### src/rtl/lbc_pkg.sv
package lbc_pkg;
    typedef enum logic { ST_IDLE = 1'b0, ST_ACT = 1'b1 } lbc_state_e;
    typedef enum logic { TGT_PER = 1'b0, TGT_GPIO = 1'b1 } lbc_tgt_e;
endpackage

### src/rtl/lbc_decode.sv
module lbc_decode
    import lbc_pkg::*;
#(
    parameter int AW      = 8,
    parameter int SEL_BIT = AW - 1
) (
    input  logic [AW-1:0] addr,
    output lbc_tgt_e      tgt
);
    always_comb begin
        tgt = addr[SEL_BIT] ? TGT_GPIO : TGT_PER;
    end
endmodule

### src/rtl/lbc_wait_cnt.sv
module lbc_wait_cnt #(
    parameter int CW = 4
) (
    input  logic          clk,
    input  logic          rst_n,
    input  logic          load,
    input  logic [CW-1:0] load_val,
    input  logic          dec,
    output logic          zero
);
    logic [CW-1:0] cnt_d, cnt_q;

    always_comb begin
        cnt_d = cnt_q;
        if (load)
            cnt_d = load_val;
        else if (dec)
            cnt_d = cnt_q - 1'b1;
    end

    always_ff @(posedge clk or negedge rst_n) begin
        if (!rst_n) cnt_q <= '0;
        else        cnt_q <= cnt_d;
    end

    assign zero = (cnt_q == '0);

    // the controller never counts below zero
    p_no_underflow_r3: assert property (@(posedge clk) disable iff (!rst_n)
        dec |-> !zero);
    // a phase is either opened or counted, never both
    p_load_xor_dec_r3: assert property (@(posedge clk) disable iff (!rst_n)
        !(load && dec));
endmodule

### src/rtl/lbc_cycle_ctrl.sv
module lbc_cycle_ctrl
    import lbc_pkg::*;
#(
    parameter int AW = 8,
    parameter int DW = 16,
    parameter int GW = 8,
    parameter int CW = 4,
    parameter logic [GW-1:0] GPIO_RST = 1
) (
    input  logic          clk,
    input  logic          rst_n,
    input  logic          lb_ads_n,
    input  logic          lb_blast_n,
    input  logic          lb_wr,
    input  logic [AW-1:0] lb_addr,
    input  logic [DW-1:0] lb_wdata,
    input  logic [CW-1:0] wait_cfg,
    output logic          lb_ready,
    output logic [DW-1:0] lb_rdata,
    output logic          per_cs_n,
    output logic          per_rd_n,
    output logic          per_wr_n,
    output logic [AW-2:0] per_addr,
    output logic [DW-1:0] per_wdata,
    input  logic [DW-1:0] per_rdata,
    input  logic [GW-1:0] gpio_in,
    output logic          gpio_rd_en,
    output logic          gpio_wr_en,
    output logic [GW-1:0] gpio_out
);
    localparam int PAW = AW - 1;
    localparam logic [PAW-1:0] ADDR_STEP = 1;

    typedef struct packed {
        lbc_state_e     st;
        lbc_tgt_e       tgt;
        logic           wr;
        logic [PAW-1:0] addr;
        logic [DW-1:0]  wdata;
        logic [DW-1:0]  rdata;
        logic [GW-1:0]  gpio;
    } regs_t;

    regs_t         r_q, r_d;
    lbc_tgt_e      dec_tgt;
    logic          cnt_load, cnt_dec, cnt_zero;
    logic [DW-1:0] gpio_ext;

    lbc_decode #(.AW(AW), .SEL_BIT(AW - 1)) u_decode (
        .addr (lb_addr),
        .tgt  (dec_tgt)
    );

    lbc_wait_cnt #(.CW(CW)) u_wait (
        .clk      (clk),
        .rst_n    (rst_n),
        .load     (cnt_load),
        .load_val (wait_cfg),
        .dec      (cnt_dec),
        .zero     (cnt_zero)
    );

    always_comb begin
        gpio_ext          = '0;
        gpio_ext[GW-1:0]  = gpio_in;
    end

    always_comb begin
        r_d      = r_q;
        cnt_load = 1'b0;
        cnt_dec  = 1'b0;
        unique case (r_q.st)
            ST_IDLE: begin
                if (!lb_ads_n) begin
                    r_d.st    = ST_ACT;
                    r_d.tgt   = dec_tgt;
                    r_d.wr    = lb_wr;
                    r_d.addr  = lb_addr[PAW-1:0];
                    r_d.wdata = lb_wdata;
                    cnt_load  = 1'b1;
                end
            end
            ST_ACT: begin
                if (cnt_zero) begin
                    if (!r_q.wr)
                        r_d.rdata = (r_q.tgt == TGT_GPIO) ? gpio_ext : per_rdata;
                    else if (r_q.tgt == TGT_GPIO)
                        r_d.gpio = r_q.wdata[GW-1:0];
                    if (!lb_blast_n) begin
                        r_d.st = ST_IDLE;
                    end else begin
                        r_d.addr  = r_q.addr + ADDR_STEP;
                        r_d.wdata = lb_wdata;
                        cnt_load  = 1'b1;
                    end
                end else begin
                    cnt_dec = 1'b1;
                end
            end
            default: r_d.st = ST_IDLE;
        endcase
    end

    always_ff @(posedge clk or negedge rst_n) begin
        if (!rst_n) begin
            r_q       <= '0;
            r_q.st    <= ST_IDLE;
            r_q.tgt   <= TGT_PER;
            r_q.gpio  <= GPIO_RST;
        end else begin
            r_q <= r_d;
        end
    end

    logic act, act_per, act_gpio;
    assign act      = (r_q.st == ST_ACT);
    assign act_per  = act && (r_q.tgt == TGT_PER);
    assign act_gpio = act && (r_q.tgt == TGT_GPIO);

    assign lb_ready   = act && cnt_zero;
    assign lb_rdata   = r_q.rdata;
    assign per_cs_n   = !act_per;
    assign per_rd_n   = !(act_per && !r_q.wr);
    assign per_wr_n   = !(act_per && r_q.wr);
    assign per_addr   = r_q.addr;
    assign per_wdata  = r_q.wdata;
    assign gpio_rd_en = act_gpio && !r_q.wr;
    assign gpio_wr_en = act_gpio && r_q.wr;
    assign gpio_out   = r_q.gpio;

    logic any_strobe;
    assign any_strobe = !per_cs_n || gpio_rd_en || gpio_wr_en;

    p_one_target_r4: assert property (@(posedge clk) disable iff (!rst_n)
        $onehot0({!per_cs_n, gpio_rd_en, gpio_wr_en}));
    p_rw_excl_r5: assert property (@(posedge clk) disable iff (!rst_n)
        !(!per_rd_n && !per_wr_n));
    p_ready_in_cycle_r3: assert property (@(posedge clk) disable iff (!rst_n)
        lb_ready |-> any_strobe);
    p_rdata_hold_r6: assert property (@(posedge clk) disable iff (!rst_n)
        !lb_ready |=> $stable(lb_rdata));
    p_gpio_hold_r7: assert property (@(posedge clk) disable iff (!rst_n)
        !(lb_ready && gpio_wr_en) |=> $stable(gpio_out));
    p_release_r8: assert property (@(posedge clk) disable iff (!rst_n)
        (lb_ready && !lb_blast_n) |=> (!any_strobe && !lb_ready));
    p_burst_step_r8: assert property (@(posedge clk) disable iff (!rst_n)
        (lb_ready && lb_blast_n) |=> (per_addr == $past(per_addr) + ADDR_STEP));
    p_hold_in_phase_r9: assert property (@(posedge clk) disable iff (!rst_n)
        (any_strobe && !lb_ready) |=> ($stable(per_addr) && $stable(per_cs_n)
                                       && $stable(gpio_rd_en) && $stable(gpio_wr_en)));
endmodule

### config.mk
export PLATFORM = sky130hd
export DESIGN_NAME = lbc_cycle_ctrl
export DESIGN_NICKNAME = d
export VERILOG_FILES = /design/src/rtl/lbc_pkg.sv /design/src/rtl/lbc_decode.sv /design/src/rtl/lbc_wait_cnt.sv /design/src/rtl/lbc_cycle_ctrl.sv
export SDC_FILE = /design/constraint.sdc
export NUM_CORES = 1
export LEC_CHECK = 0
export ABC_AREA = 1
export BUFFER_PORTS_ARGS = -buffer_cell sky130_fd_sc_hd__buf_4
export CORE_UTILIZATION = 30
export CTS_BUF_LIST = sky130_fd_sc_hd__clkbuf_4
export DETAILED_ROUTE_END_ITERATION = 10
export PLACE_DENSITY = 0.57
export SLEW_MARGIN = 20
export SYNTH_ARGS = -nofsm -noshare
export SYNTH_HDL_FRONTEND = slang
export SYNTH_SLANG_ARGS = --single-unit
export TNS_END_PERCENT = 30
### constraint.sdc
create_clock -name clk -period 2.1 [get_ports clk]
set_clock_uncertainty 0.2 [all_clocks]
set_input_delay 0.21 -clock clk [delete_from_list [all_inputs] [get_ports clk]]
set_output_delay 0.21 -clock clk [all_outputs]
set_load 0.05 [all_outputs]
# After elaboration in Yosys (flattened, before gate mapping)
# Index checks and enable logic that the tools add are counted.
totals:
  wordCells: 53
  input_bits: 57
  output_inout_bits: 53
  ff_bits: 54
classes:
  n_eq_ne: 3
  bitwise_logic: 4
  n_addsub: 2
  n_mux: 19
  n_reduce_logical: 17
ops:
  columns: ["cell", "count"]
  rows:
  - ["$mux W47", 1]
  - ["$pmux W23 S2", 1]
  - ["$mux W16", 2]
  - ["$mux W26", 1]
  - ["$mux W23", 1]
  - ["$mux W8", 2]
  - ["$mux W4", 2]
  - ["$add A7 B1 Y7 const B", 1]
  - ["$logic_and A1 B1 Y1", 7]
  - ["$mux W1", 7]
  - ["$reduce_and A3 Y1", 2]
  - ["$logic_not A1 Y1", 4]
  - ["$logic_not A4 Y1", 1]
  - ["$ne A2 B2 Y1 const B", 2]
  - ["$not A1 Y1", 4]
  - ["$pmux W1 S2", 2]
  - ["$reduce_and A4 Y1", 1]
  - ["$sub A4 B1 Y4 const B", 1]
  - ["$ne A2 B1 Y1 const B", 1]
  - ["$reduce_and A2 Y1", 1]
  - ["$reduce_bool A2 Y1", 1]

# Logic depth before layout (Yosys ltp)
logic_depth:
  word_depth: 5
  mapped_depth: 9
  depth_no_buf: 8

# By module
# Synthesis repeated with hierarchy kept, for this count alone.
unflattened:
  hier_cells: 350
  hier_area_um2: 2890.3
by_module_without_submodules:
  columns: ["mod", "instances", "seq_area_each_um2", "cells_each", "area_per_inst_um2"]
  rows:
  - ["lbc_cycle_ctrl", 1, 1252.5, 316, 2646.3]
  - ["lbc_wait_cnt", 1, 100.1, 33, 236.5]
  - ["lbc_decode", 1, 0.0, 1, 7.5]

# Worst setup path after synthesis
# Ideal clock, no wire load.
synth_timing:
  path_kind: "register to output"
  from: "register r_q[48] (netlist name)"
  to: "output gpio_rd_en"
  path_buffers: 3
  t_required_ns: 1.690
  t_arrival_ns: 1.888
  stages_incl_launch_ff: 6
  setup_slack_ns: -0.198
  path_cell_list: "dfrtp_1 > buf_4 > inv_1 > clkbuf_1 > buf_2 > nor3_1"
synth_between:
  elab_chain_len: 2
synth_lines:
  columns: ["element", "line", "text"]
  rows:
  - ["start, declared", "lbc_cycle_ctrl.sv:44", "regs_t r_q, r_d;"]
  - ["start signal, assigned", "lbc_cycle_ctrl.sv:111", "r_q <= r_d;"]
  - ["$logic_and A1 B1 Y1", "lbc_cycle_ctrl.sv:118", "assign act_gpio = act && (r_q.tgt == TGT_GPIO);"]
  - ["$logic_and A1 B1 Y1", "lbc_cycle_ctrl.sv:127", "assign gpio_rd_en = act_gpio && !r_q.wr;"]
  - ["end, declared", "lbc_cycle_ctrl.sv:27", "output logic gpio_rd_en,"]
# No other way between the ends.

# Worst setup path in the final report
layout_timing:
  from: "register u_wait.cnt_q[0]"
  to: "output lb_ready"
layout_between:
  elab_chain_len: 2
layout_lines:
  columns: ["element", "line", "text"]
  rows:
  - ["start, declared", "lbc_wait_cnt.sv:11", "logic [CW-1:0] cnt_d, cnt_q;"]
  - ["start signal, assigned", "lbc_wait_cnt.sv:23", "else cnt_q <= cnt_d;"]
  - ["$logic_not A4 Y1", "lbc_wait_cnt.sv:26", "assign zero = (cnt_q == '0);"]
  - ["$logic_and A1 B1 Y1", "lbc_cycle_ctrl.sv:120", "assign lb_ready = act && cnt_zero;"]
  - ["end, declared", "lbc_cycle_ctrl.sv:18", "output logic lb_ready,"]
# No other way between the ends.

==> qor.csv <==
metric;value;unit
status;finished clean;
fmax;499.9;MHz
crit end category;output port;
area delta synth->final;40.30;%
WP data arrival;1.59;ns
library cells used by synthesis;28;
Max Root-Sink Buffers;2;
largest net degree at the start of global routing;55;
Finished Layout Cells;603;
via count of the first global-routing pass;2501;
ant diodes;0;
Synth Register Bits;54;
# H-tree levels;2;
register area;0.001354;mm2
starting density of the core;0.3076;
initial DRC count;134;
Total GRT Usage;0.1483;
grt total ovfl;0;
top-area cell type share of the netlist area;0.4431;
Worst-path clk slew;0.15;ns
hold path depth;3;
Area contributors post-synth;dfrtp_1 44%, buf_4 13%, nand2_1 10%, nand3_1 5.7%, o21ai_0 5.4%;
synthesized instance count;353;
nature of the critical path startpoint;register;
final critical-path required period;2.000;ns
Ports;110;
post-synthesis sequential area ratio;0.4519;
worst slew pin tran;0.7055;ns
fill count;982;
Relative slew margins;0.5297;
core area;0.009729;mm2
Worst Hold Endpoint;act;
vias;2604;
PwrDens;1438;mW/mm2
Port Buffer Count;109;
hold path startpoint;lb_ads_n;
Skew-Pair Late Insertion Delay;0.37;ns
Die Ht;101.9;um
Detailed Place HPWL;5283;um
Fin Setup TNS;0;ns
CTS tree;done;
Min-Delay Path Class;input port to register;
Slew Viols, Final;0;
Avg Inst Size Synth;8.478;um2
total CTS buffers;5;
r2r setup slk;0.18;ns
clk sinks;54;
routability-driven placement congestion ratio;0.7732;
Rows;36;
final setup vio count;0;
maximum vdd drop;557.0;uV
Worst Path Required;1.69;ns
drt pass-1 iters;4;
reg2reg start;u_wait.cnt_q[0];
CP Class;register to output port;
max cap viols;0;
Routed Antenna Nets;0;
reg2reg end;lb_rdata[7];
vias per inst;4.318;
biggest area consumer among synthesized cells;dfrtp_1;
CP Max Fanout;4;
share of cells above drive strength 1;0.3362;
clk root buf;clkbuf_4;
first-pass GRT wire length;12100;um
RSZ-0062 raised after global routing;no;
Fin. Hold Viols;0;
Yosys Warn Count;0;
wirelength, routed;7712;um
Pleak;0.002061;uW
Post-Syn Nets;412;
reg2reg path depth;8;
initial antenna violation count;0;
Residual DRC;0;
die area;0.01038;mm2
Nets;528;
Pwr Total;6036;uW
die extent in x;101.9;um
Mapped Area;0.002993;mm2
period utilisation layout;0.9525;
Routed WL per cell;12.79;um
multi-input logic area;0.001081;mm2
# placed instances;539;
## what timing repair did
action                                  CTS  global route
hold endpoints to repair                 98             0
resized for setup                         3             1
pin swaps                                 0             0
hold buffers                             54             0
setup buffers                             2             0
endpoints found under the setup margin    4             1
## state kept, by name, summed over array words and instances (netlist names)
register and flops:
u_wait.cnt_q 4, act 1, per_wdata 16, lb_rdata 16, gpio_out 8, per_addr 7
r_q 2
## layout by cell type, fill, tap and decap left out, types with 2 or more instances in the layout
cell	synthesis	final
inv_1	24	23
inv_2	2	2
or2_2	9	9
nand4_1	9	9
nand3_1	34	34
dlygate4sd3_1	0	54
o21ai_2	8	8
nand2_1	82	82
dfrtp_1	53	52
o21ai_1	5	5
o211ai_1	8	8
xnor2_1	2	2
nor2_1	9	8
buf_4	50	118
clkinvlp_4	0	2
o21ai_0	32	32
clkbuf_4	0	5
nand2_2	2	2
ha_1	2	2
## worst max path at each step
stage / to / start / slack (ns) / depth (start not counted)
final: lb_ready / u_wait.cnt_q[0] / 0.1 / 5
after CTS: lb_ready / u_wait.cnt_q[0] / 0.06 / 5
after detailed placement: lb_rdata[4] / u_wait.cnt_q[0] / 0.20 / 8
after floorplan: per_addr[4] / u_wait.cnt_q[0] / 0.08 / 8
after global routing: lb_ready / u_wait.cnt_q[0] / 0.01 / 5
after global placement: lb_rdata[5] / u_wait.cnt_q[0] / 0.24 / 8
## cell usage after synthesis, drive strengths merged
| cell | instances |
|---|---|
| nand2 | 84 |
| buf | 60 |
| dfrtp | 53 |
| o21ai | 45 |
| nand3 | 36 |
| inv | 26 |
| nor2 | 10 |
| or2 | 10 |
| nand4 | 9 |
| o211ai | 9 |
| clkbuf | 4 |
| ha | 2 |
| nor3 | 2 |
| xnor2 | 2 |
| dfstp | 1 |
## metal layers
metal / track usage / share of wire / wire, um
met5: 0 / 0 / 0
met1: 0.1891 / 0.45 / 3467
met4: 0.03736 / 0.0087 / 67
met3: 0.02257 / 0.047 / 361
met2: 0.2630 / 0.49 / 3816
## logic make-up after synthesis
logic type	share of synthesized area
AO/OA/AOI/OAI	0.1095
XOR/XNOR	0.005854
adder cells (fa/ha/maj)	0.008360
buffers and inverters	0.1915
flip-flops	0.4519
AND/OR/NAND/NOR	0.2329
## power by group
part,internal [uW],total [uW],switching (uW)
registers,1470,1820,345
logic,1170,3740,2580
clock network,131,473,341
total,2770,6040,3270
## critical path, cell delays in order (launching register included)
cell and delay (ns):
dfrtp_1 0.42, inv_1 0.10, ha_1 0.23, nand2_1 0.11
nor2_2 0.18, buf_6 0.19
## per-stage QoR
step	area [um2]	hold WS (ns)	util	worst slack [ns]
after floorplan	3004	-0.2856	-	0.08107
after global placement	3573	0.1113	0.3673	0.2430
after detailed placement	3573	0.1216	0.3673	0.2004
after CTS	4195	0.002322	0.4312	0.06406
after global routing	4199	0.02283	0.4316	0.009882
final	4199	0.02675	0.4316	0.09965
## layout make-up
| cell class | instances | area share |
|---|---|---|
| repair buffers | 173 | 0.3424 |
| flip-flops and latches | 54 | 0.3224 |
| multi-input cells | 209 | 0.2574 |
| well taps | 133 | 0.03963 |
| inverters | 26 | 0.02414 |
| clock buffers | 5 | 0.008939 |
| clock inverters | 3 | 0.005066 |
(Power assumes the default switching activity.)
